File: src/rtl/uart_rxf_pkg.sv
package uart_rxf_pkg;
  localparam int FCR_EN_BIT   = 0;
  localparam int FCR_RXCLR    = 1;
  localparam int FCR_TXCLR    = 2;
  localparam logic [7:0] FCR_KEEP_MASK = 8'hC9;

  typedef enum logic [1:0] {
    TRIG_ONE      = 2'b00,
    TRIG_FOUR     = 2'b01,
    TRIG_EIGHT    = 2'b10,
    TRIG_FOURTEEN = 2'b11
  } trig_sel_e;

  function automatic int trig_level(input trig_sel_e sel);
    case (sel)
      TRIG_ONE:   return 1;
      TRIG_FOUR:  return 4;
      TRIG_EIGHT: return 8;
      default:    return 14;
    endcase
  endfunction
endpackage

File: src/rtl/rxf_fcr_reg.sv
module rxf_fcr_reg
  import uart_rxf_pkg::*;
(
  input  logic       clk,
  input  logic       rst,
  input  logic       wr,
  input  logic [7:0] wdata,
  output logic [7:0] fcr_q,
  output logic       rx_flush,
  output logic       tx_clr_q
);
  logic       changed;
  logic       en_toggle;
  logic [7:0] eff;

  always_comb begin
    changed   = wr && (wdata != fcr_q);
    en_toggle = wdata[FCR_EN_BIT] ^ fcr_q[FCR_EN_BIT];
    eff       = wdata;
    if (en_toggle) begin
      eff[FCR_RXCLR] = 1'b1;
      eff[FCR_TXCLR] = 1'b1;
    end
    rx_flush  = changed && eff[FCR_RXCLR];
  end

  always_ff @(posedge clk) begin
    if (rst) begin
      fcr_q    <= '0;
      tx_clr_q <= 1'b0;
    end else begin
      tx_clr_q <= changed && eff[FCR_TXCLR];
      if (changed) fcr_q <= eff & FCR_KEEP_MASK;
    end
  end

  p_same_value_idle_r10: assert property (@(posedge clk) disable iff (rst)
    (wr && wdata == fcr_q) |=> ($stable(fcr_q) && !tx_clr_q));

  p_toggle_forces_clear_r9: assert property (@(posedge clk) disable iff (rst)
    (wr && (wdata[FCR_EN_BIT] != fcr_q[FCR_EN_BIT])) |=> tx_clr_q);

  p_reset_bits_gone_r10: assert property (@(posedge clk) disable iff (rst)
    wr |=> (fcr_q[FCR_RXCLR] == 1'b0 && fcr_q[FCR_TXCLR] == 1'b0));
endmodule

File: src/rtl/rxf_storage.sv
module rxf_storage #(
  parameter int DEPTH = 16,
  parameter int DW    = 8,
  localparam int AW   = (DEPTH > 1) ? $clog2(DEPTH) : 1,
  localparam int CW   = $clog2(DEPTH + 1)
) (
  input  logic          clk,
  input  logic          rst,
  input  logic          flush,
  input  logic          push,
  input  logic          pop,
  input  logic [DW-1:0] wdata,
  output logic [DW-1:0] rdata,
  output logic [CW-1:0] count,
  output logic          full,
  output logic          empty
);
  logic [DW-1:0] mem [DEPTH];
  logic [AW-1:0] wr_ptr, rd_ptr;
  logic          push_ok, pop_ok;

  function automatic logic [AW-1:0] nxt(input logic [AW-1:0] p);
    return (p == AW'(DEPTH - 1)) ? '0 : p + AW'(1);
  endfunction

  assign full    = (count == CW'(DEPTH));
  assign empty   = (count == '0);
  assign push_ok = push && !full && !flush;
  assign pop_ok  = pop && !empty && !flush;
  assign rdata   = mem[rd_ptr];

  always_ff @(posedge clk) begin
    if (push_ok) mem[wr_ptr] <= wdata;
  end

  always_ff @(posedge clk) begin
    if (rst || flush) begin
      wr_ptr <= '0;
      rd_ptr <= '0;
      count  <= '0;
    end else begin
      if (push_ok) wr_ptr <= nxt(wr_ptr);
      if (pop_ok)  rd_ptr <= nxt(rd_ptr);
      case ({push_ok, pop_ok})
        2'b10:   count <= count + CW'(1);
        2'b01:   count <= count - CW'(1);
        default: count <= count;
      endcase
    end
  end

  p_count_bound_r1: assert property (@(posedge clk) disable iff (rst)
    count <= CW'(DEPTH));

  p_full_keeps_slots_r3: assert property (@(posedge clk) disable iff (rst)
    (push && full && !flush) |=> $stable(wr_ptr));
endmodule

File: src/rtl/rxf_timeout.sv
module rxf_timeout #(
  parameter int CTW  = 16,
  localparam int LW  = CTW + 2
) (
  input  logic           clk,
  input  logic           rst,
  input  logic           stop,
  input  logic           restart,
  input  logic [CTW-1:0] char_time,
  input  logic           data_present,
  input  logic           clear_pend,
  output logic           pend
);
  logic [LW-1:0] cnt;
  logic          armed;
  logic          expire;

  assign expire = armed && !restart && (cnt <= LW'(1));

  always_ff @(posedge clk) begin
    if (rst || stop) begin
      cnt   <= '0;
      armed <= 1'b0;
      pend  <= 1'b0;
    end else begin
      if (restart) begin
        cnt   <= {char_time, 2'b00};
        armed <= 1'b1;
      end else if (expire) begin
        cnt   <= '0;
        armed <= 1'b0;
      end else if (armed) begin
        cnt   <= cnt - LW'(1);
      end
      if (clear_pend)                  pend <= 1'b0;
      else if (expire && data_present) pend <= 1'b1;
    end
  end

  p_stop_quiets_r7: assert property (@(posedge clk) disable iff (rst)
    stop |=> (!pend && !armed));
endmodule

File: src/rtl/uart_rx_fifo_ctl.sv
module uart_rx_fifo_ctl
  import uart_rxf_pkg::*;
#(
  parameter int DEPTH = 16,
  parameter int DW    = 8,
  parameter int CTW   = 16,
  localparam int CW   = $clog2(DEPTH + 1)
) (
  input  logic           clk,
  input  logic           rst,
  input  logic           rx_valid,
  input  logic [DW-1:0]  rx_byte,
  input  logic           rx_brk,
  input  logic           rbr_rd,
  input  logic           lsr_rd,
  input  logic           fcr_wr,
  input  logic [7:0]     fcr_wdata,
  input  logic [CTW-1:0] char_time,
  output logic [DW-1:0]  rbr_data,
  output logic           lsr_dr,
  output logic           lsr_oe,
  output logic           lsr_bi,
  output logic [CW-1:0]  rx_level,
  output logic           trig_hit,
  output logic           tmo_pend,
  output logic [7:0]     fcr_state,
  output logic           fifo_mode,
  output logic           tx_fifo_clr
);
  logic          rx_flush;
  logic          q_full, q_empty;
  logic [DW-1:0] q_rdata;
  logic [DW-1:0] hold_q;
  logic          push, pop, last_pop, bytes_left, restart;

  rxf_fcr_reg u_fcr (
    .clk      (clk),
    .rst      (rst),
    .wr       (fcr_wr),
    .wdata    (fcr_wdata),
    .fcr_q    (fcr_state),
    .rx_flush (rx_flush),
    .tx_clr_q (tx_fifo_clr)
  );

  assign fifo_mode = fcr_state[FCR_EN_BIT];
  assign push      = fifo_mode && rx_valid;
  assign pop       = fifo_mode && rbr_rd;

  rxf_storage #(.DEPTH(DEPTH), .DW(DW)) u_store (
    .clk   (clk),
    .rst   (rst),
    .flush (rx_flush),
    .push  (push),
    .pop   (pop),
    .wdata (rx_byte),
    .rdata (q_rdata),
    .count (rx_level),
    .full  (q_full),
    .empty (q_empty)
  );

  assign bytes_left = !q_empty && ((rx_level != CW'(1)) || rx_valid);
  assign last_pop   = pop && !bytes_left;
  assign restart    = fifo_mode && (rx_valid || (rbr_rd && bytes_left));

  rxf_timeout #(.CTW(CTW)) u_tmo (
    .clk          (clk),
    .rst          (rst),
    .stop         (rx_flush),
    .restart      (restart),
    .char_time    (char_time),
    .data_present (!q_empty),
    .clear_pend   (rbr_rd),
    .pend         (tmo_pend)
  );

  always_ff @(posedge clk) begin
    if (rst) begin
      rbr_data <= '0;
      hold_q   <= '0;
      lsr_dr   <= 1'b0;
      lsr_oe   <= 1'b0;
      lsr_bi   <= 1'b0;
    end else begin
      if (rbr_rd)
        rbr_data <= fifo_mode ? (q_empty ? '0 : q_rdata) : hold_q;
      if (lsr_rd) begin
        lsr_oe <= 1'b0;
        lsr_bi <= 1'b0;
      end
      if (fifo_mode) begin
        if (last_pop) begin
          lsr_dr <= 1'b0;
          lsr_bi <= 1'b0;
        end
        if (rx_valid) begin
          lsr_dr <= 1'b1;
          if (rx_brk) lsr_bi <= 1'b1;
          if (q_full) lsr_oe <= 1'b1;
        end
      end else begin
        if (rbr_rd) begin
          lsr_dr <= 1'b0;
          lsr_bi <= 1'b0;
        end
        if (rx_valid) begin
          hold_q <= rx_byte;
          lsr_dr <= 1'b1;
          if (rx_brk) lsr_bi <= 1'b1;
          if (lsr_dr) lsr_oe <= 1'b1;
        end
      end
      if (rx_flush) begin
        lsr_dr <= 1'b0;
        lsr_bi <= 1'b0;
      end
    end
  end

  always_comb begin
    if (fifo_mode)
      trig_hit = (int'(rx_level) >= trig_level(trig_sel_e'(fcr_state[7:6])));
    else
      trig_hit = lsr_dr;
  end

  p_pend_needs_data_r5: assert property (@(posedge clk) disable iff (rst)
    tmo_pend |-> (rx_level != '0));

  p_read_clears_pend_r6: assert property (@(posedge clk) disable iff (rst)
    rbr_rd |=> !tmo_pend);

  p_empty_read_zero_r4: assert property (@(posedge clk) disable iff (rst)
    (fifo_mode && rbr_rd && q_empty && !rx_flush) |=> (rbr_data == '0));

  p_overrun_keeps_r3: assert property (@(posedge clk) disable iff (rst)
    (fifo_mode && rx_valid && q_full && !rbr_rd && !rx_flush)
      |=> (lsr_oe && rx_level == CW'(DEPTH)));

  p_flush_empties_r7: assert property (@(posedge clk) disable iff (rst)
    rx_flush |=> (rx_level == '0 && !lsr_dr && !tmo_pend));

  p_hold_overrun_r11: assert property (@(posedge clk) disable iff (rst)
    (!fifo_mode && !fcr_wr && rx_valid && lsr_dr) |=> lsr_oe);
endmodule

File: config.mk
export PLATFORM = sky130hd
export DESIGN_NAME = uart_rx_fifo_ctl
export DESIGN_NICKNAME = d
export VERILOG_FILES = /design/src/rtl/uart_rxf_pkg.sv /design/src/rtl/rxf_fcr_reg.sv /design/src/rtl/rxf_storage.sv /design/src/rtl/rxf_timeout.sv /design/src/rtl/uart_rx_fifo_ctl.sv
export SDC_FILE = /design/constraint.sdc
export NUM_CORES = 1
export LEC_CHECK = 0
export CORE_MARGIN = 2
export CORE_UTILIZATION = 53
export CTS_CLUSTER_SIZE = 16
export DETAILED_ROUTE_END_ITERATION = 12
export HOLD_SLACK_MARGIN = 0.12
export PLACE_DENSITY = 0.72
export SLEW_MARGIN = 20
export SYNTH_ARGS = -nofsm -noshare
export SYNTH_HDL_FRONTEND = slang
export SYNTH_SLANG_ARGS = --single-unit
File: constraint.sdc
create_clock -name clk -period 6.9 [get_ports clk]
set_input_delay 1.38 -clock clk [delete_from_list [all_inputs] [get_ports clk]]
set_output_delay 1.38 -clock clk [all_outputs]
set_load 0.02 [all_outputs]
==> impl_metrics.csv, run 1 <==
group,metric,value,unit
outcome,status,"completed",
cells_and_area,drive_gt1_share,13.0,%
cts,cts_setup_buffers,0,
grt,overflow,0,
cts,clockBufferDepth,2,
cts,clk_latency,0.43,ns
setup_path,crit_path_start_kind,"flip-flop",
floorplan,die_x,128,um
sta,post-route-min-period,4.03,ns
sta,rsz0062_at_grt,"no",
min_path,hp-class,"flip-flop to flip-flop",
cells_and_area,nFillCells,1100,
power,ir_drop,227,uV
floorplan,die_area,16300,um2
detailed_routing,drt_iter0_drc,635,
floorplan,design.core.area,15000,um2
setup_path,r2r_cells,6,
power,combPwrFrac,6.6,%
detailed_routing,drtAntennaViolNets,0,
placement,io_buffers,60,
detailed_routing,post-route-drc-count,0,
cells_and_area,finalNonFillerCells,844,
floorplan,io_pins,67,
synthesis,synth_edf_count,128,
sta,maxSlewHeadroom,28.0,%
placement,dp.cells,812,
cells_and_area,multi_input_area,2820,um2
synthesis,syn_area,8090,um2
synthesis,seq_area_frac_synth,62.6,%
setup_path,r2r_end,"u_store.mem[14][1]",
detailed_routing,routed_wl,16800,um
detailed_routing,vias,5018,
min_path,min_path_cells,2,
detailed_routing,avgRoutedWirePerCell,19.9,um
detailed_routing,dr.pass1.iters,6,
cells_and_area,finalNetCount,698,
grt,grt_use_total,21.7,%
sta,timing.fmax,248,MHz
setup_path,cp.arrival,2.65,ns
floorplan,initial_core_util,53.8,%
sta,fin_crit_sh,58.4,%
power,leakagePower,3.11,nW
setup_path,worst_ep_required_time,5.52,ns
grt,grt_pass1_vias,4866,
detailed_routing,vias_per_cell,5.95,
setup_path,worst-setup-path-type,"flip-flop to output port",
grt,grt_max_degree,33,
setup_path,cp-endpoint,"trig_hit",
sta,fin_skew,0.0120,ns
cells_and_area,seq_area,5070,um2
synthesis,yosysUniqueCellTypes,62,
sta,hold_viol_final,0,
cts,cts_sinks,189,
synthesis,synthCells,589,
cts,h-tree-depth,4,
synthesis,avgSynthCellArea,13.7,um2
sta,drv_slew,0,
floorplan,die_h,128,um
placement,hpwl,11300,um
sta,tightest_slew,1.08,ns
setup_path,end_kind,"output port",
placement,place_congestion,0.877,
synthesis,synthFlopType,"edfxtp_1",
power,finalPower,2.37,mW
grt,grt_pass1_wl,26500,um
sta,setup_viol,0,
setup_path,reg2reg_from,"u_store.count[0]",
floorplan,rows,45,
cts,cts_resized,0,
synthesis,synth_async_sr_flop_share,0,%
synthesis,yosys_register_bits,189,
setup_path,reg2reg_slack,3.84,ns
power,seqPwrFrac,51.9,%
power,pwr-share-clk,41.5,%
sta,setup_tns,0,ns
power,power_density,252,nW/um2
cts,cts_hold_buf,0,
cts,path_clk_slew,0.07,ns
cts,cts_made_buffers,17,
power,p_sw,0.561,mW
synthesis,yosysWarnings,0,
grt,antenna_found_initial,0,
cts,cts_tree,"done",
flow_run,maxCapViolCount,0,
power,netSwitchingFraction,23.6,%
cells_and_area,area_growth,16.7,%
cts,cts-root-buf,"clkbuf_16",
setup_path,cp_max_fo,7,
setup_path,startpoint,"u_store.count[0]",
power,p_int,1.81,mW
cells_and_area,antenna_cells,0,
## logic make-up (layout without fill, tap and decap cells)
logic type / count (synthesis) / in the layout / synth area share [%]
AOI/OAI and AO/OA: 89 / 89 / 7.54
xor gates and xnor gates: 20 / 20 / 2.17
adders and majority gates: 16 / 16 / 2.48
buffers and inverters: 52 / 116 / 2.79
DFF: 189 / 189 / 62.6
muxes: 64 / 64 / 12.9
other: 1 / 4 / 0.0464
and+or+nand+nor: 158 / 158 / 9.48
## routing by layer
layer / GRT usage [%] / wire length, um / up-vias
li1: - / - / 2332
met1: 30.3 / 7600 / 2516
met2: 35.0 / 8140 / 155
met3: 4.73 / 853 / 15
met4: 5.43 / 183 / 0
met5: 0 / 0 / -
## state kept, by name (all words and copies together) (netlist names), named ones only
name and flops:
lsr_dr 1, u_fcr.tx_clr_q 1, lsr_oe 1, u_store.mem 128, rbr_data 8, u_store.count 5
u_tmo.cnt 18, lsr_bi 1, hold_q 8, u_tmo.pend 1, u_fcr.fcr_q 4, u_tmo.armed 1
u_store.wr_ptr 4, u_store.rd_ptr 4
## power groups by stage
stage / logic (mW) / clock network [mW] / registers (mW)
floorplan: 0.0928 / 0 / 1.26
global placement: 0.151 / 0 / 1.26
detailed placement: 0.155 / 0 / 1.26
CTS: 0.156 / 1.00 / 1.23
global route: 0.171 / 1.05 / 1.23
finish: 0.156 / 0.986 / 1.23
## final cells by class
class | count | share of cell area [%]
clock buffers | 17 | 4.51
clock inverters | 15 | 1.92
inverters | 18 | 0.716
multi-input cells | 351 | 29.8
flip-flops and latches | 189 | 53.7
well taps | 188 | 2.49
repair buffers | 66 | 6.84
## metrics by stage
step	util, %	hold slack [ns]	cell area (um2)	setup WS (ns)
CTS	62.8	0.508	9440	2.83
global route	62.8	0.542	9440	2.61
finish	62.8	0.503	9440	2.87
detailed placement	58.7	0.489	8830	2.79
global placement	58.7	0.472	8820	2.66
floorplan	-	0.460	8100	3.67
## worst max-delay path, cell delays in order (launching register included)
cell             delay [ns]
dfxtp_1                0.50
inv_1                  0.15
ha_1                   0.30
nand2b_1               0.15
a21oi_1                0.17
nor2b_1                0.06
o21ai_0                0.19
a31oi_1                0.12
clkdlybuf4s50_1        0.58
## worst min-delay path by stage
| stage | end | start | slack (ns) |
|---|---|---|---|
| detailed placement | hold_q[5] | hold_q[5] | 0.49 |
| finish | hold_q[5] | hold_q[5] | 0.50 |
| global route | hold_q[1] | hold_q[1] | 0.54 |
| CTS | hold_q[5] | hold_q[5] | 0.51 |
| global placement | hold_q[7] | hold_q[7] | 0.47 |
| floorplan | hold_q[7] | hold_q[7] | 0.46 |
## cells in the final DEF (no fill, tap or decap), types with 6 or more instances in the layout
master,count
buf_4,6
nor2_1,68
xor2_1,7
o21ai_0,16
dfxtp_1,59
mux2i_1,32
o22a_1,8
xnor2_1,13
inv_8,6
nand2_1,30
nand3_1,6
ha_1,16
clkdlybuf4s50_1,60
clkbuf_16,17
a21oi_1,27
nor3_1,13
inv_1,17
edfxtp_1,128
mux4_2,32
## synth_stat cells (all sizes together), types with 2 or more instances
master	instances	area, um2
a211oi	5	42.5
a21oi	28	144
a221oi	5	43.8
a22oi	3	22.5
a311oi	2	17.5
a31oi	3	18.8
buf	20	105
clkbuf	14	52.6
dfxtp	61	1220
edfxtp	128	3840
ha	16	200
inv	17	63.8
mux2i	32	320
mux4	32	721
nand2	31	119
nand2b	6	37.5
nand3	6	30.0
nand4	5	31.3
nand4b	2	17.5
nor2	68	255
nor2b	4	25.0
nor3	14	70.1
nor3b	2	15.0
nor4	5	46.3
nor4b	3	26.3
o211a	3	30.0
o21ai	17	85.1
o221ai	2	17.5
o22a	8	70.1
o31a	2	18.8
or2	2	12.5
or4	3	22.5
xnor2	13	114
xor2	7	61.3
Power figures use the tool's default switching activity.
==> run 2, diff against run 1 <==
--- a/config.mk
+++ b/config.mk
@@ -6,11 +6,11 @@
 export NUM_CORES = 1
 export LEC_CHECK = 0
 export CORE_MARGIN = 2
-export CORE_UTILIZATION = 53
+export CORE_UTILIZATION = 52
 export CTS_CLUSTER_SIZE = 16
 export DETAILED_ROUTE_END_ITERATION = 12
 export HOLD_SLACK_MARGIN = 0.12
-export PLACE_DENSITY = 0.72
+export PLACE_DENSITY = 0.74
 export SLEW_MARGIN = 20
 export SYNTH_ARGS = -nofsm -noshare
 export SYNTH_HDL_FRONTEND = slang
==> constraint.sdc (replaced) <==
create_clock -name clk -period 3.3 [get_ports clk]
set_input_delay 0.66 -clock clk [delete_from_list [all_inputs] [get_ports clk]]
set_output_delay 0.66 -clock clk [all_outputs]
set_load 0.02 [all_outputs]
==> run 2 against run 1 <==
Against the previous run:
- final area grew 1.5%
- critical path type unchanged
- highest routed layer unchanged
- total power up 100%
- global-route usage up 0.22 points
- sequential share of layout area fell by 0.78 points
- clock power increased by 98%
- sequential power grew 110%
==> impl_metrics.csv, run 2 (synthesis gave the netlist of run 1 again) <==
group,metric,value,unit
flow_run,maxCapViolCount,0,
grt,grt_max_degree,33,
cts,path_clk_slew,0.07,ns
setup_path,crit_path_start_kind,"flip-flop",
floorplan,rows,45,
grt,grt_pass1_wl,27300,um
sta,fin_skew,0.0103,ns
grt,antenna_found_initial,0,
setup_path,worst-setup-path-type,"flip-flop to output port",
floorplan,io_pins,67,
detailed_routing,dr.pass1.iters,6,
setup_path,cp_max_fo,7,
cells_and_area,antenna_cells,0,
sta,fin_crit_sh,93.4,%
min_path,hp-class,"flip-flop to flip-flop",
floorplan,design.core.area,15200,um2
cells_and_area,biggestRegsByFlops,"u_store.mem x128, u_tmo.cnt x18",
floorplan,die_x,129,um
floorplan,initial_core_util,53.2,%
sta,tightest_slew,1.01,ns
placement,io_buffers,60,
cts,h-tree-depth,4,
detailed_routing,vias,5068,
cells_and_area,regMostFlops,"u_store.mem",
min_path,hold_path_end,"hold_q[1]",
cts,cts-root-buf,"clkbuf_16",
sta,timing.fmax,325,MHz
setup_path,end_kind,"output port",
cells_and_area,nFillCells,1116,
cells_and_area,multi_input_area,2810,um2
outcome,status,"completed",
min_path,hold_path_startpoint,"hold_q[1]",
cells_and_area,largest_register_ffs,128,
floorplan,die_h,129,um
setup_path,cp.arrival,2.42,ns
placement,hpwl,11500,um
setup_path,r2r_end,"u_store.count[4]",
cells_and_area,final_cell_mix,"128 x edfxtp_1, 68 x nor2_1, 60 x clkdlybuf4s50_1",
cts,clk_latency,0.43,ns
cells_and_area,drive_gt1_share,15.6,%
power,ir_drop,396,uV
sta,setup_viol,0,
sta,post-route-min-period,3.08,ns
sta,rsz0062_at_grt,"no",
cells_and_area,fin_area,9580,um2
cells_and_area,area_growth,18.4,%
power,power_density,508,nW/um2
sta,maxSlewHeadroom,32.4,%
grt,grt_pass1_vias,5193,
power,leakagePower,3.20,nW
detailed_routing,drtAntennaViolNets,0,
cts,clockBufferDepth,2,
detailed_routing,drt_iter0_drc,538,
detailed_routing,routed_wl,17000,um
min_path,min_path_cells,2,
cells_and_area,seq_area,5070,um2
cells_and_area,final_common_cell,"edfxtp_1",
setup_path,worst_ep_required_time,2.64,ns
setup_path,r2r_cells,11,
sta,hold_viol_final,0,
cts,cts_setup_buffers,0,
floorplan,die_area,16600,um2
cts,cts_sinks,189,
grt,grt_use_total,21.9,%
sta,setup_tns,0,ns
cts,cts_tree,"done",
detailed_routing,post-route-drc-count,0,
detailed_routing,avgRoutedWirePerCell,19.6,um
placement,placed_area,9010,um2
cts,cts_made_buffers,17,
detailed_routing,vias_per_cell,5.85,
placement,place_congestion,0.847,
setup_path,reg2reg_from,"u_store.count[1]",
cells_and_area,finalNetCount,721,
grt,overflow,0,
sta,drv_slew,0,
setup_path,reg2reg_slack,0.86,ns
[run 2: worst max-delay path, cell delays in order, from the launching register on]
cell	delay, ns
dfxtp_2	0.40
inv_1	0.10
ha_1	0.29
nand2b_1	0.13
a21oi_1	0.14
nor2b_1	0.06
o21ai_0	0.20
a31oi_1	0.12
clkdlybuf4s50_1	0.55
[run 2: layout make-up]
type	instances	share of cell area, %
inverter	18	0.706
tap	188	2.46
multi-input combinational	351	29.3
clock inverter	15	1.49
sequential	189	52.9
clock buffer	17	4.44
timing repair buffer	89	8.68
[run 2: timing repair]
| action | CTS | global route |
|---|---|---|
| endpoints found under the setup margin | 0 | 1 |
| resized for setup | 0 | 1 |
| hold buffers | 0 | 0 |
[run 2: worst max path at each step]
| stage | startpoint | end | cells after the start |
|---|---|---|---|
| 2_1_floorplan | u_store.count[0] | u_store.mem[3][0] | 6 |
| 5_1_grt | u_store.count[0] | trig_hit | 8 |
| 6_report | u_store.count[0] | trig_hit | 8 |
| 3_5_place_dp | rbr_rd | u_store.count[3] | 11 |
| 4_1_cts | u_store.count[0] | trig_hit | 8 |
| 3_3_place_gp | rbr_rd | u_store.count[3] | 11 |
[run 2: report_power, final]
group          internal (mW)  switching, mW
combinational          0.153          0.185
sequential              2.55         0.0260
clock                   1.01          0.949
[run 2: metrics by stage]
step	std cells	setup WS (ns)	hold WS, ns	power [mW]	utilization (%)
floorplan	592	0.623	0.460	2.82	-
global placement	835	0.426	0.474	2.95	59.3
detailed placement	835	0.375	0.483	2.96	59.3
CTS	867	0.0996	0.504	4.89	63.0
global route	867	0.0702	0.536	5.02	63.0
finish	867	0.219	0.506	4.87	63.0
[run 2: metal layers]
layer	global-route usage, %	vias to the layer above	part of all wire [%]
met5	0	-	0
met4	6.71	0	1.3
met3	4.62	20	6.2
met2	35.4	146	48
met1	30.3	2524	44
li1	-	2378	-
